$ cat src/rtl/dma_strided_pkg.sv
package dma_strided_pkg;

  typedef enum logic [1:0] {
    DIR_NONE = 2'd0,
    DIR_IN   = 2'd1,
    DIR_OUT  = 2'd2,
    DIR_BAD  = 2'd3
  } dir_e;

  localparam int ROWLEN_W = 12;
  localparam int ROWCNT_W = 8;
  localparam int GAP_W    = 12;

  typedef struct packed {
    logic [GAP_W-1:0]    gap;
    logic [ROWCNT_W-1:0] rows;
    logic [ROWLEN_W-1:0] bytes;
  } shape_t;

  function automatic logic dir_ok(dir_e d);
    return (d == DIR_IN) || (d == DIR_OUT);
  endfunction

endpackage

$ cat src/rtl/dma_req_slot.sv
module dma_req_slot
  import dma_strided_pkg::*;
#(
  parameter int LWW = 10,
  parameter int EWW = 29
) (
  input  logic           clk,
  input  logic           rst,
  input  logic           in_valid,
  input  dir_e           in_dir,
  input  logic [LWW-1:0] in_loc,
  input  logic [EWW-1:0] in_ext,
  input  shape_t         in_shape,
  output logic           in_ready,
  output logic           full,
  output dir_e           out_dir,
  output logic [LWW-1:0] out_loc,
  output logic [EWW-1:0] out_ext,
  output shape_t         out_shape,
  input  logic           pop
);

  logic take;
  assign take     = in_valid && !full && dir_ok(in_dir);
  assign in_ready = !full;

  always_ff @(posedge clk) begin
    if (rst)       full <= 1'b0;
    else if (pop)  full <= 1'b0;
    else if (take) full <= 1'b1;
  end

  always_ff @(posedge clk) begin
    if (take) begin
      out_dir   <= in_dir;
      out_loc   <= in_loc;
      out_ext   <= in_ext;
      out_shape <= in_shape;
    end
  end

endmodule

$ cat src/rtl/dma_row_walker.sv
module dma_row_walker
  import dma_strided_pkg::*;
#(
  parameter int LWW = 10,
  parameter int EWW = 29,
  parameter int BL  = 3
) (
  input  logic           clk,
  input  logic           rst,
  input  logic           start,
  input  dir_e           st_dir,
  input  logic [LWW-1:0] st_loc,
  input  logic [EWW-1:0] st_ext,
  input  shape_t         st_shape,
  input  logic           rdy,
  output logic           active,
  output logic           iss,
  output dir_e           iss_dir,
  output logic [LWW-1:0] iss_loc,
  output logic [EWW-1:0] iss_ext
);

  localparam int BW = ROWLEN_W - BL + 1;
  localparam int SW = GAP_W - BL;
  localparam logic [ROWLEN_W:0] ROUND = (ROWLEN_W+1)'((1 << BL) - 1);

  logic [ROWLEN_W:0]   rounded;
  logic [BW-1:0]       beats_st;
  logic [BW-1:0]       left_q, row_beats_q;
  logic [ROWCNT_W-1:0] rows_q;
  logic [SW-1:0]       skip_q;
  logic                row_end, last_beat;
  logic                unused_gap_lsb;

  assign rounded        = {1'b0, st_shape.bytes} + ROUND;
  assign beats_st       = rounded[ROWLEN_W:BL];
  assign unused_gap_lsb = ^st_shape.gap[BL-1:0];

  assign iss       = active && rdy;
  assign row_end   = (left_q == BW'(1));
  assign last_beat = row_end && (rows_q == '0);

  always_ff @(posedge clk) begin
    if (rst)                   active <= 1'b0;
    else if (start)            active <= (beats_st != '0);
    else if (iss && last_beat) active <= 1'b0;
  end

  always_ff @(posedge clk) begin
    if (start) begin
      iss_dir     <= st_dir;
      iss_loc     <= st_loc;
      iss_ext     <= st_ext;
      left_q      <= beats_st;
      row_beats_q <= beats_st;
      rows_q      <= st_shape.rows;
      skip_q      <= st_shape.gap[GAP_W-1:BL];
    end else if (iss) begin
      iss_loc <= iss_loc + LWW'(1);
      if (row_end) begin
        left_q  <= row_beats_q;
        rows_q  <= rows_q - ROWCNT_W'(1);
        iss_ext <= iss_ext + EWW'(skip_q) + EWW'(1);
      end else begin
        left_q  <= left_q - BW'(1);
        iss_ext <= iss_ext + EWW'(1);
      end
    end
  end

endmodule

$ cat src/rtl/dma_beat_pipe.sv
module dma_beat_pipe
  import dma_strided_pkg::*;
#(
  parameter int LWW = 10,
  parameter int EWW = 29,
  parameter int DW  = 64
) (
  input  logic           clk,
  input  logic           rst,
  input  logic           iss,
  input  dir_e           iss_dir,
  input  logic [LWW-1:0] iss_loc,
  input  logic [EWW-1:0] iss_ext,
  input  logic [DW-1:0]  ext_rdata,
  input  logic [DW-1:0]  dm_rdata,
  input  logic [DW-1:0]  im_rdata,
  output logic           ext_rd,
  output logic [EWW-1:0] ext_rd_word,
  output logic           dm_rd,
  output logic           im_rd,
  output logic [LWW-2:0] loc_rd_word,
  output logic           ext_wr,
  output logic [EWW-1:0] ext_wr_word,
  output logic           dm_wr,
  output logic           im_wr,
  output logic [LWW-2:0] loc_wr_word,
  output logic [DW-1:0]  wr_data,
  output logic           busy
);

  localparam int SEL = LWW - 1;

  logic           s1_v, d_v;
  dir_e           s1_dir, d_dir;
  logic [LWW-1:0] s1_loc, d_loc;
  logic [EWW-1:0] d_ext;

  assign ext_rd_word = d_ext_src();
  assign loc_rd_word = s1_loc[LWW-2:0];

  function automatic logic [EWW-1:0] d_ext_src();
    return s1_ext_q;
  endfunction

  logic [EWW-1:0] s1_ext_q;

  // read stage: strobes registered from the issue decision
  always_ff @(posedge clk) begin
    if (rst) begin
      s1_v   <= 1'b0;
      ext_rd <= 1'b0;
      dm_rd  <= 1'b0;
      im_rd  <= 1'b0;
    end else begin
      s1_v   <= iss;
      ext_rd <= iss && (iss_dir == DIR_IN);
      dm_rd  <= iss && (iss_dir == DIR_OUT) && !iss_loc[SEL];
      im_rd  <= iss && (iss_dir == DIR_OUT) &&  iss_loc[SEL];
    end
  end

  always_ff @(posedge clk) begin
    s1_dir   <= iss_dir;
    s1_loc   <= iss_loc;
    s1_ext_q <= iss_ext;
  end

  // data-return stage: memory answers during this cycle
  always_ff @(posedge clk) begin
    if (rst) d_v <= 1'b0;
    else     d_v <= s1_v;
  end

  always_ff @(posedge clk) begin
    d_dir <= s1_dir;
    d_loc <= s1_loc;
    d_ext <= s1_ext_q;
  end

  // write stage
  always_ff @(posedge clk) begin
    if (rst) begin
      ext_wr <= 1'b0;
      dm_wr  <= 1'b0;
      im_wr  <= 1'b0;
    end else begin
      ext_wr <= d_v && (d_dir == DIR_OUT);
      dm_wr  <= d_v && (d_dir == DIR_IN) && !d_loc[SEL];
      im_wr  <= d_v && (d_dir == DIR_IN) &&  d_loc[SEL];
    end
  end

  always_ff @(posedge clk) begin
    ext_wr_word <= d_ext;
    loc_wr_word <= d_loc[LWW-2:0];
    if (d_dir == DIR_IN)  wr_data <= ext_rdata;
    else if (d_loc[SEL])  wr_data <= im_rdata;
    else                  wr_data <= dm_rdata;
  end

  assign busy = s1_v || d_v || ext_wr || dm_wr || im_wr;

endmodule

$ cat src/rtl/dma_strided_top.sv
module dma_strided_top
  import dma_strided_pkg::*;
#(
  parameter int LOC_AW = 13,
  parameter int EXT_AW = 32,
  parameter int DW     = 64
) (
  input  logic              clk,
  input  logic              rst,
  input  logic              req_valid,
  input  logic [1:0]        req_dir,
  input  logic [LOC_AW-1:0] req_loc_addr,
  input  logic [EXT_AW-1:0] req_ext_addr,
  input  logic [31:0]       req_shape,
  output logic              req_ready,
  output logic              stat_busy,
  output logic              stat_full,
  input  logic              ext_rdy,
  output logic              ext_rd,
  output logic [EXT_AW-4:0] ext_rd_word,
  input  logic [DW-1:0]     ext_rdata,
  output logic              ext_wr,
  output logic [EXT_AW-4:0] ext_wr_word,
  output logic              dm_rd,
  output logic              im_rd,
  output logic [LOC_AW-5:0] loc_rd_word,
  input  logic [DW-1:0]     dm_rdata,
  input  logic [DW-1:0]     im_rdata,
  output logic              dm_wr,
  output logic              im_wr,
  output logic [LOC_AW-5:0] loc_wr_word,
  output logic [DW-1:0]     wr_data
);

  localparam int BL  = $clog2(DW / 8);
  localparam int LWW = LOC_AW - BL;
  localparam int EWW = EXT_AW - BL;

  dir_e           q_dir, w_dir;
  logic [LWW-1:0] q_loc, w_loc;
  logic [EWW-1:0] q_ext, w_ext;
  shape_t         q_shape;
  logic           q_full, walk_active, start, iss, pipe_busy;
  logic           unused_lsb;

  assign unused_lsb = ^{req_loc_addr[BL-1:0], req_ext_addr[BL-1:0]};
  assign start      = q_full && !walk_active;

  dma_req_slot #(.LWW(LWW), .EWW(EWW)) slot_i (
    .clk(clk), .rst(rst),
    .in_valid(req_valid), .in_dir(dir_e'(req_dir)),
    .in_loc(req_loc_addr[LOC_AW-1:BL]), .in_ext(req_ext_addr[EXT_AW-1:BL]),
    .in_shape(shape_t'(req_shape)), .in_ready(req_ready),
    .full(q_full), .out_dir(q_dir), .out_loc(q_loc), .out_ext(q_ext),
    .out_shape(q_shape), .pop(start)
  );

  dma_row_walker #(.LWW(LWW), .EWW(EWW), .BL(BL)) walk_i (
    .clk(clk), .rst(rst), .start(start),
    .st_dir(q_dir), .st_loc(q_loc), .st_ext(q_ext), .st_shape(q_shape),
    .rdy(ext_rdy), .active(walk_active), .iss(iss),
    .iss_dir(w_dir), .iss_loc(w_loc), .iss_ext(w_ext)
  );

  dma_beat_pipe #(.LWW(LWW), .EWW(EWW), .DW(DW)) pipe_i (
    .clk(clk), .rst(rst), .iss(iss),
    .iss_dir(w_dir), .iss_loc(w_loc), .iss_ext(w_ext),
    .ext_rdata(ext_rdata), .dm_rdata(dm_rdata), .im_rdata(im_rdata),
    .ext_rd(ext_rd), .ext_rd_word(ext_rd_word),
    .dm_rd(dm_rd), .im_rd(im_rd), .loc_rd_word(loc_rd_word),
    .ext_wr(ext_wr), .ext_wr_word(ext_wr_word),
    .dm_wr(dm_wr), .im_wr(im_wr), .loc_wr_word(loc_wr_word),
    .wr_data(wr_data), .busy(pipe_busy)
  );

  assign stat_full = q_full;
  assign stat_busy = q_full || walk_active || pipe_busy;

endmodule

$ cat config.mk
export PLATFORM = sky130hd
export DESIGN_NAME = dma_strided_top
export DESIGN_NICKNAME = d
export VERILOG_FILES = /design/src/rtl/dma_strided_pkg.sv /design/src/rtl/dma_req_slot.sv /design/src/rtl/dma_row_walker.sv /design/src/rtl/dma_beat_pipe.sv /design/src/rtl/dma_strided_top.sv
export SDC_FILE = /design/constraint.sdc
export NUM_CORES = 1
export LEC_CHECK = 0
export ABC_AREA = 1
export BUFFER_PORTS_ARGS = -buffer_cell sky130_fd_sc_hd__clkbuf_2
export CAP_MARGIN = 0
export CORE_UTILIZATION = 32
export DETAILED_ROUTE_END_ITERATION = 8
export GPL_TIMING_DRIVEN = 0
export HOLD_SLACK_MARGIN = 0.08
export SKIP_LAST_GASP = 1
export SYNTH_ARGS = -nofsm -noshare
export SYNTH_HDL_FRONTEND = slang
export SYNTH_SLANG_ARGS = --single-unit
$ cat constraint.sdc
create_clock -name clk -period 5.9 [get_ports clk]
set_input_delay 0.59 -clock clk [delete_from_list [all_inputs] [get_ports clk]]
set_output_delay 0.59 -clock clk [all_outputs]
set_load 0.02 [all_outputs]
==> summary.txt, run 1 <==
Status
  • Status: completed

Global route
  • Largest net degree at the start of global routing: 31
  • Gr busiest metal: met1
  • First-pass GRT wire length: 60690 µm
  • Met1 usage: 28.32%
  • Vias in the first global route: 10290
  • Overflow after GRT: 0
  • Met2 GRT Util: 27.51%
  • Antenna violations before repair: 4
  • Grt met3 use: 5.369%
  • Total GRT Usage: 19.35%

Hold path
  • Worst hold path type: input pin to flop

Synthesis
  • Post-synthesis sequential area ratio: between 60 and 70%
  • Mapped cell area: 13250 µm²
  • Adder-cell area share of the yosys netlist: 1.473%
  • Top cell type by total area after synthesis: edfxtp_1
  • Distinct cells, synth: 41
  • Post-synth top area share: 33.55%
  • Multiplexer share of the synthesized area: 0%
  • Synth warn: 0
  • Number of flops mapped to enable cells by yosys: about 150
  • #FFs+latches synth: around 340
  • Syn_nets: 1689
  • Cell with the most instances after synthesis: nand2_1
  • Asr flop ratio synth: 0%
  • Synth Area in Simple Gates: between 20% and 30%
  • Synth Area in Compound Gates: just under 7%
  • Top cells by count, synth: 434 x nand2_1, 194 x dfxtp_1, 148 x edfxtp_1, 148 x nor2_1, 104 x inv_1
  • Xor-xnor portion of the synthesized cell area: 1.454%
  • Top cells by area, synth: edfxtp_1 34%, dfxtp_1 29%, nand2_1 12%
  • Top FF cell, synth: dfxtp_1
  • Mean Syn Cell Area: between 9 and 10 µm²
  • Largest family of logic cells by synthesized area: simple AND/OR/NAND/NOR gates
  • Cells after Synth: 1399

Detailed routing
  • DR DRC count: 0
  • DRT iter0 DRCs: slightly above 700
  • Vias per cell: 4.609
  • TritonRoute pass-1 iters: 5
  • Routed vias: 11160
  • Routed len/inst: 17.47 µm
  • DRT antenna net count: 0
  • WL final: 42310 µm

Floorplan
  • Core area: 40830 µm²
  • Starting Density: between 30 and 40%
  • I/O pin total: 424
  • Die Wd: 205.5 µm
  • Cell Rows: 74
  • Die area: ~42000 µm²
  • Die H: approximately 210 µm

Power and ir drop
  • Switching share of total power: 27.09%
  • Sw power: 1.698 mW
  • Pwr per Cell Area: roughly 360 nW/µm²
  • Leak: 8.076 nW
  • Clock Power Share: ~40%
  • Worst vdd ir: 0.2097 mV
  • Sequential Power Share: approximately 46%
  • Internal Power: 4.571 mW
  • Combinational power share: 14.1%

Timing
  • Final hold vios: 0
  • Final period utilization: 43.24%
  • Worst hold slack: 0.2131 ns
  • Setup violations, final: 0
  • RSZ-0062 raised after global routing: false
  • Slew headroom: roughly 18%
  • Tightest Pin Transition: 1.225 ns
  • Max frequency: about 390 MHz
  • Pins Over Slew Limit: 0
  • Tmin final: around 2.6 ns
  • Worst Skew: between 0.015 and 0.02 ns

CTS
  • Hold_buf cts: 0
  • Setup Buffers After CTS: 0
  • Post-cts resize count: 0
  • Reg clk slew, reported paths: approximately 0.06 ns
  • Clk_lat worst skew: 0.55 ns
  • CTS max path bufs: 3
  • Clk root buf: clkbuf_16
  • CTS H-tree depth: 2
  • CTS tree: yes
  • Num Clock Sinks: roughly 340
  • TritonCTS Buffers: 39

Finish
  • Register area: 8328 µm²
  • Ratio of cells with drive above 1 in the final layout: 28.80%
  • Fin area: 17470 µm²
  • Fillers: just over 4000
  • Final #Nets: between 2000 and 2500
  • Area delta synth->final: 31.90%
  • Area of the multi-input gates: 4263 µm²

Placement
  • DP Area: 16100 µm²
  • Routability congestion estimate: between 0.9 and 1
  • Post-DP HPWL: 32890 µm
  • Port Buffers: 414

Setup path
  • Crit Path Max Fanout: 10
  • Crit-path slowest cell: o21ai_0
  • Number of buffers and inverters on the critical path: 2
  • Critical path's largest stage delay: 0.95 ns
  • CP delay by family, top: compound AO/OA/AOI/OAI gates
  • Worst setup path class: flop to flop
  • CP endpoint kind: flop
  • CP startpoint kind: flop
  • Critical Path Most Common Cell: nand2_1
  • WP data arrival: 2.70 ns
  • CP Cell Sequence: inv_1 -> ha_1 -> nand2_1 -> nor2_1 -> nand2_1 -> buf_6 -> o21ai_0
  • Req. time, crit path: 6.05 ns

Run
  • Max-Cap Viols: 0
-- logic make-up (layout without fill, tap and decap cells) --
logic type,Yosys count,count (layout)
flip-flops,342,342
buffers and inverters,163,653
AO/OA/AOI/OAI,152,152
XOR/XNOR,22,22
AND/OR/NAND/NOR,705,705
adder cells (fa/ha/maj),15,15
other,0,1
-- power groups by stage --
stage	clock network [mW]	registers [mW]	logic (mW)
2_1_floorplan	0	2.99	0.379
3_3_place_gp	0	2.90	0.863
3_5_place_dp	0	2.90	0.885
4_1_cts	2.61	2.85	0.890
5_1_grt	2.70	2.88	0.976
6_report	2.53	2.85	0.886
-- routing by layer --
layer / routed length [µm] / part of all wire (%)
met5: 13 / 0.031
met4: 860 / 2.0
met3: 3266 / 7.7
met2: 18130 / 43
met1: 20040 / 47
-- final cells by class --
type	instances	share of cell area, %
Sequential cell	342	47.66
Multi-Input combinational cell	894	24.39
Timing Repair Buffer	418	12.40
Clock buffer	55	6.759
Tap cell	532	3.809
Inverter	110	2.370
Buffer	53	1.475
Clock inverter	17	1.117
Antenna cell	1	0.01432
-- registers in the layout, summed over array words and instances (netlist names), 8 cells and up --
signal / flops
pipe_i.loc_wr_word: 9
walk_i.skip_q: 9
walk_i.row_beats_q: 10
slot_i.out_shape: 29
walk_i.iss_ext: 29
pipe_i.s1_loc: 10
pipe_i.wr_data: 64
slot_i.out_loc: 10
walk_i.left_q: 10
pipe_i.ext_rd_word: 29
pipe_i.ext_wr_word: 29
slot_i.out_ext: 29
pipe_i.d_ext: 29
walk_i.iss_loc: 10
pipe_i.d_loc: 10
walk_i.rows_q: 8
-- cell usage in the layout, fill, tap and decap left out, types with 4 or more instances in the layout --
| master | n |
|---|---|
| buf_2 | 4 |
| edfxtp_1 | 148 |
| dfxtp_1 | 194 |
| nand2_1 | 433 |
| nor2_1 | 148 |
| clkbuf_1 | 37 |
| clkinv_2 | 6 |
| xnor2_1 | 4 |
| nor3_1 | 5 |
| a31oi_1 | 72 |
| inv_6 | 4 |
| a21oi_1 | 25 |
| o21ai_0 | 42 |
| nand2_2 | 8 |
| nand3_1 | 60 |
| clkbuf_8 | 6 |
| nand4_1 | 18 |
| buf_4 | 10 |
| inv_1 | 104 |
| clkbuf_2 | 415 |
| buf_1 | 5 |
| ha_1 | 14 |
| clkbuf_16 | 43 |
| nor2_2 | 9 |
| xor2_1 | 18 |
| inv_2 | 4 |
-- through the flow --
| step | instances | utilization, % | setup WS (ns) | setup TNS (ns) | power [mW] |
|---|---|---|---|---|---|
| finish | 2422 | 42.80 | 3.349 | 0 | 6.269 |
| global route | 2422 | 42.80 | 3.131 | 0 | 6.552 |
| CTS | 2421 | 42.79 | 3.337 | 0 | 6.355 |
| detailed placement | 2349 | 39.42 | 3.341 | 0 | 3.786 |
| global placement | 2345 | 39.15 | -0.6909 | -47.34 | 3.768 |
| floorplan | 1399 | - | 1.259 | 0 | 3.371 |
-- path summary, 6_finish.rpt --
kind / startpoint / slack (ns) / cells past startpoint / end
max: walk_i.left_q[1] / 3.35 / 7 / walk_i.rows_q[5]
min: req_loc_addr[3] / 0.21 / 1 / slot_i.out_loc[0]
min reg2reg: pipe_i.d_ext[26] / 0.32 / 0 / pipe_i.ext_wr_word[26]
max reg2reg: walk_i.left_q[1] / 3.35 / 7 / walk_i.rows_q[5]
Note: power is estimated with default switching activity, not from simulation.
==> inputs of run 2 (changes only) <==
==> constraint.sdc (replaced) <==
create_clock -name clk -period 2.5 [get_ports clk]
set_input_delay 0.25 -clock clk [delete_from_list [all_inputs] [get_ports clk]]
set_output_delay 0.25 -clock clk [all_outputs]
set_load 0.02 [all_outputs]
==> run 2 against run 1 <==
Non-clock buffer count up 200. First-iteration DRC count up 27%. Sequential cell count unchanged. Fmax up 4.6%. Critical endpoint is now pipe_i.wr_data[37].
==> summary.txt, run 2 (same netlist as run 1, synthesis figures left out) <==
CTS
  • TritonCTS Buffers: 39
  • CTS max path bufs: 3
  • Num Clock Sinks: 342
  • Clk_lat worst skew: 0.56 ns
  • Clk root buf: clkbuf_16
  • Reg clk slew, reported paths: 0.06 ns
  • CTS H-tree depth: 2
  • CTS tree: yes

Global route
  • Largest net degree at the start of global routing: 50
  • Met1 usage: 29.54%
  • Met2 GRT Util: 29.09%
  • Antenna violations before repair: 5
  • Total GRT Usage: 20.43%
  • Grt met3 use: 4.910%
  • Overflow after GRT: 0
  • Gr busiest metal: met1
  • Vias in the first global route: around 12000
  • First-pass GRT wire length: 64910 µm

Setup path
  • CP startpoint kind: flop
  • Crit-path slowest cell: dlygate4sd3_1
  • Critical path's largest stage delay: 0.66 ns
  • CP endpoint kind: flop
  • Crit Path Max Fanout: 10
  • WP data arrival: 2.93 ns
  • CP delay by family, top: buffers and inverters
  • Number of buffers and inverters on the critical path: 3
  • Critical Path Most Common Cell: clkbuf_1
  • Req. time, crit path: 2.99 ns
  • CP Cell Sequence: clkbuf_1 -> clkbuf_1 -> nand2_1 -> a31oi_1 -> dlygate4sd3_1
  • Worst setup path class: flop to flop

Timing
  • Pins Over Slew Limit: 0
  • Setup violations, final: 0
  • Final Worst Setup Slack: 0.06003 ns
  • Slew headroom: 39.69%
  • Tightest Pin Transition: 0.9047 ns
  • Max frequency: 409.8 MHz
  • Final period utilization: a little over nine tenths
  • RSZ-0062 raised after global routing: true
  • Worst hold slack: 0.07275 ns
  • Final hold vios: 0
  • Worst Skew: about 0.023 ns
  • Tmin final: 2.440 ns

Finish
  • Area delta synth->final: 46.97%
  • Ratio of cells with drive above 1 in the final layout: 26.23%
  • Final #Nets: 2348
  • Most frequent cells in the layout: 432 x nand2_1, 420 x clkbuf_2, 201 x dlygate4sd3_1, 194 x dfxtp_1, 148 x edfxtp_1
  • Ant diodes: 0
  • Final cell count without fillers: 2621
  • Commonest non-fill, non-tap cell in the layout: nand2_1
  • Biggest register: pipe_i.wr_data
  • Max reg flops: 64

Run
  • Max-Cap Viols: 0

Floorplan
  • Core area: approximately 41000 µm²
  • Die H: 205.5 µm
  • Die area: 42220 µm²
  • Starting Density: 32.44%
  • I/O pin total: 424
  • Cell Rows: 74
  • Die Wd: 205.5 µm

Detailed routing
  • DR DRC count: 0
  • Routed len/inst: between 15 and 20 µm
  • DRT antenna net count: 0
  • Vias per cell: ~4.6
  • TritonRoute pass-1 iters: 6
  • DRT iter0 DRCs: approximately 900
  • Routed vias: 12130
  • WL final: 44680 µm

Placement
  • Routability congestion estimate: 0.9282
  • Post-DP HPWL: around 33000 µm
  • Pre-CTS setup slack: -0.02538 ns
  • Port Buffers: 414
  • Cells after DPL: 2348

Power and ir drop
  • Sequential Power Share: 44.3%
  • Combinational power share: 16.1%
  • Switching share of total power: 27.13%
  • Worst vdd ir: ~0.52 mV
  • Internal Power: 11.08 mW
  • Sw power: 4.125 mW
  • Clock Power Share: 39.6%
  • Leak: 8.911 nW
  • Pwr per Cell Area: 780.9 nW/µm²

Status
  • Status: completed

Hold path
  • Worst hold path type: input pin to flop
-- run 2: cell types whose count changed in the layout (fill, tap and decap cells not counted), sizes merged --
cell         previous run  this run
dlygate4sd3             0       201
clkinvlp                1         0
diode                   1         0
bufinv                  3         5
clkbuf                501       496
clkinv                  9        13
inv                   114       113
-- run 2: stage by stage --
| step | area (µm²) | TNS, ns | utilization (%) | total power [mW] |
|---|---|---|---|---|
| floorplan | 13260 | 0 | - | 7.947 |
| global placement | 16000 | -23.48 | 39.18 | 8.877 |
| detailed placement | 16070 | -1.171 | 39.35 | 8.924 |
| CTS | 19460 | 0 | 47.67 | 15.34 |
| global route | 19470 | -0.06430 | 47.68 | 15.87 |
| finish | 19470 | 0 | 47.68 | 15.20 |
-- run 2: layout make-up --
cell class	count	area [µm²]
Sequential cell	342	8328
Tap cell	532	665.6
Inverter	110	414.1
Buffer	52	259.0
Timing Repair Buffer	619	4159
Clock buffer	51	1095
Clock inverter	21	276.5
Fill cell	3849	21360
Multi-Input combinational cell	894	4273
-- run 2: tightest hold or removal path, delay by kind of cell --
family | cells | cell delay [ns]
buffers and inverters | 1 | 0.08
AO/OA/AOI/OAI | 1 | 0.16
AND/OR/NAND/NOR | 1 | 0.06
-- run 2: routing by layer --
layer	share of wire (%)	vias to the layer above
li1	-	5952
met3	7.6	108
met5	0.11	-
met2	43	509
met1	47	5550
met4	2.8	8
-- run 2: worst paths after layout --
| check | depth (start not counted) | to | slack (ns) | start |
|---|---|---|---|---|
| worst max-delay path | 5 | pipe_i.wr_data[37] | 0.06 | pipe_i.d_loc[9] |
| worst min-delay path | 3 | pipe_i.wr_data[59] | 0.07 | dm_rdata[59] |
| worst max register to register | 5 | pipe_i.wr_data[37] | 0.06 | pipe_i.d_loc[9] |
| worst min register to register | 0 | pipe_i.loc_wr_word[3] | 0.32 | pipe_i.d_loc[3] |
-- run 2: what timing repair did --
action                                  in CTS  in global routing
hold endpoints to repair                   141                  0
resized for setup                            2                 10
endpoints found under the setup margin      58                 29
hold buffers                               201                  0
buffers inserted                             1                  0
-- run 2: power groups by stage --
stage               Clock, mW  Combinational, mW  Sequential (mW)
floorplan                   0              0.896             7.05
global placement            0               2.03             6.85
detailed placement          0               2.07             6.85
CTS                      6.18               2.43             6.73
global route             6.40               2.67             6.79
finish                   6.02               2.45             6.73
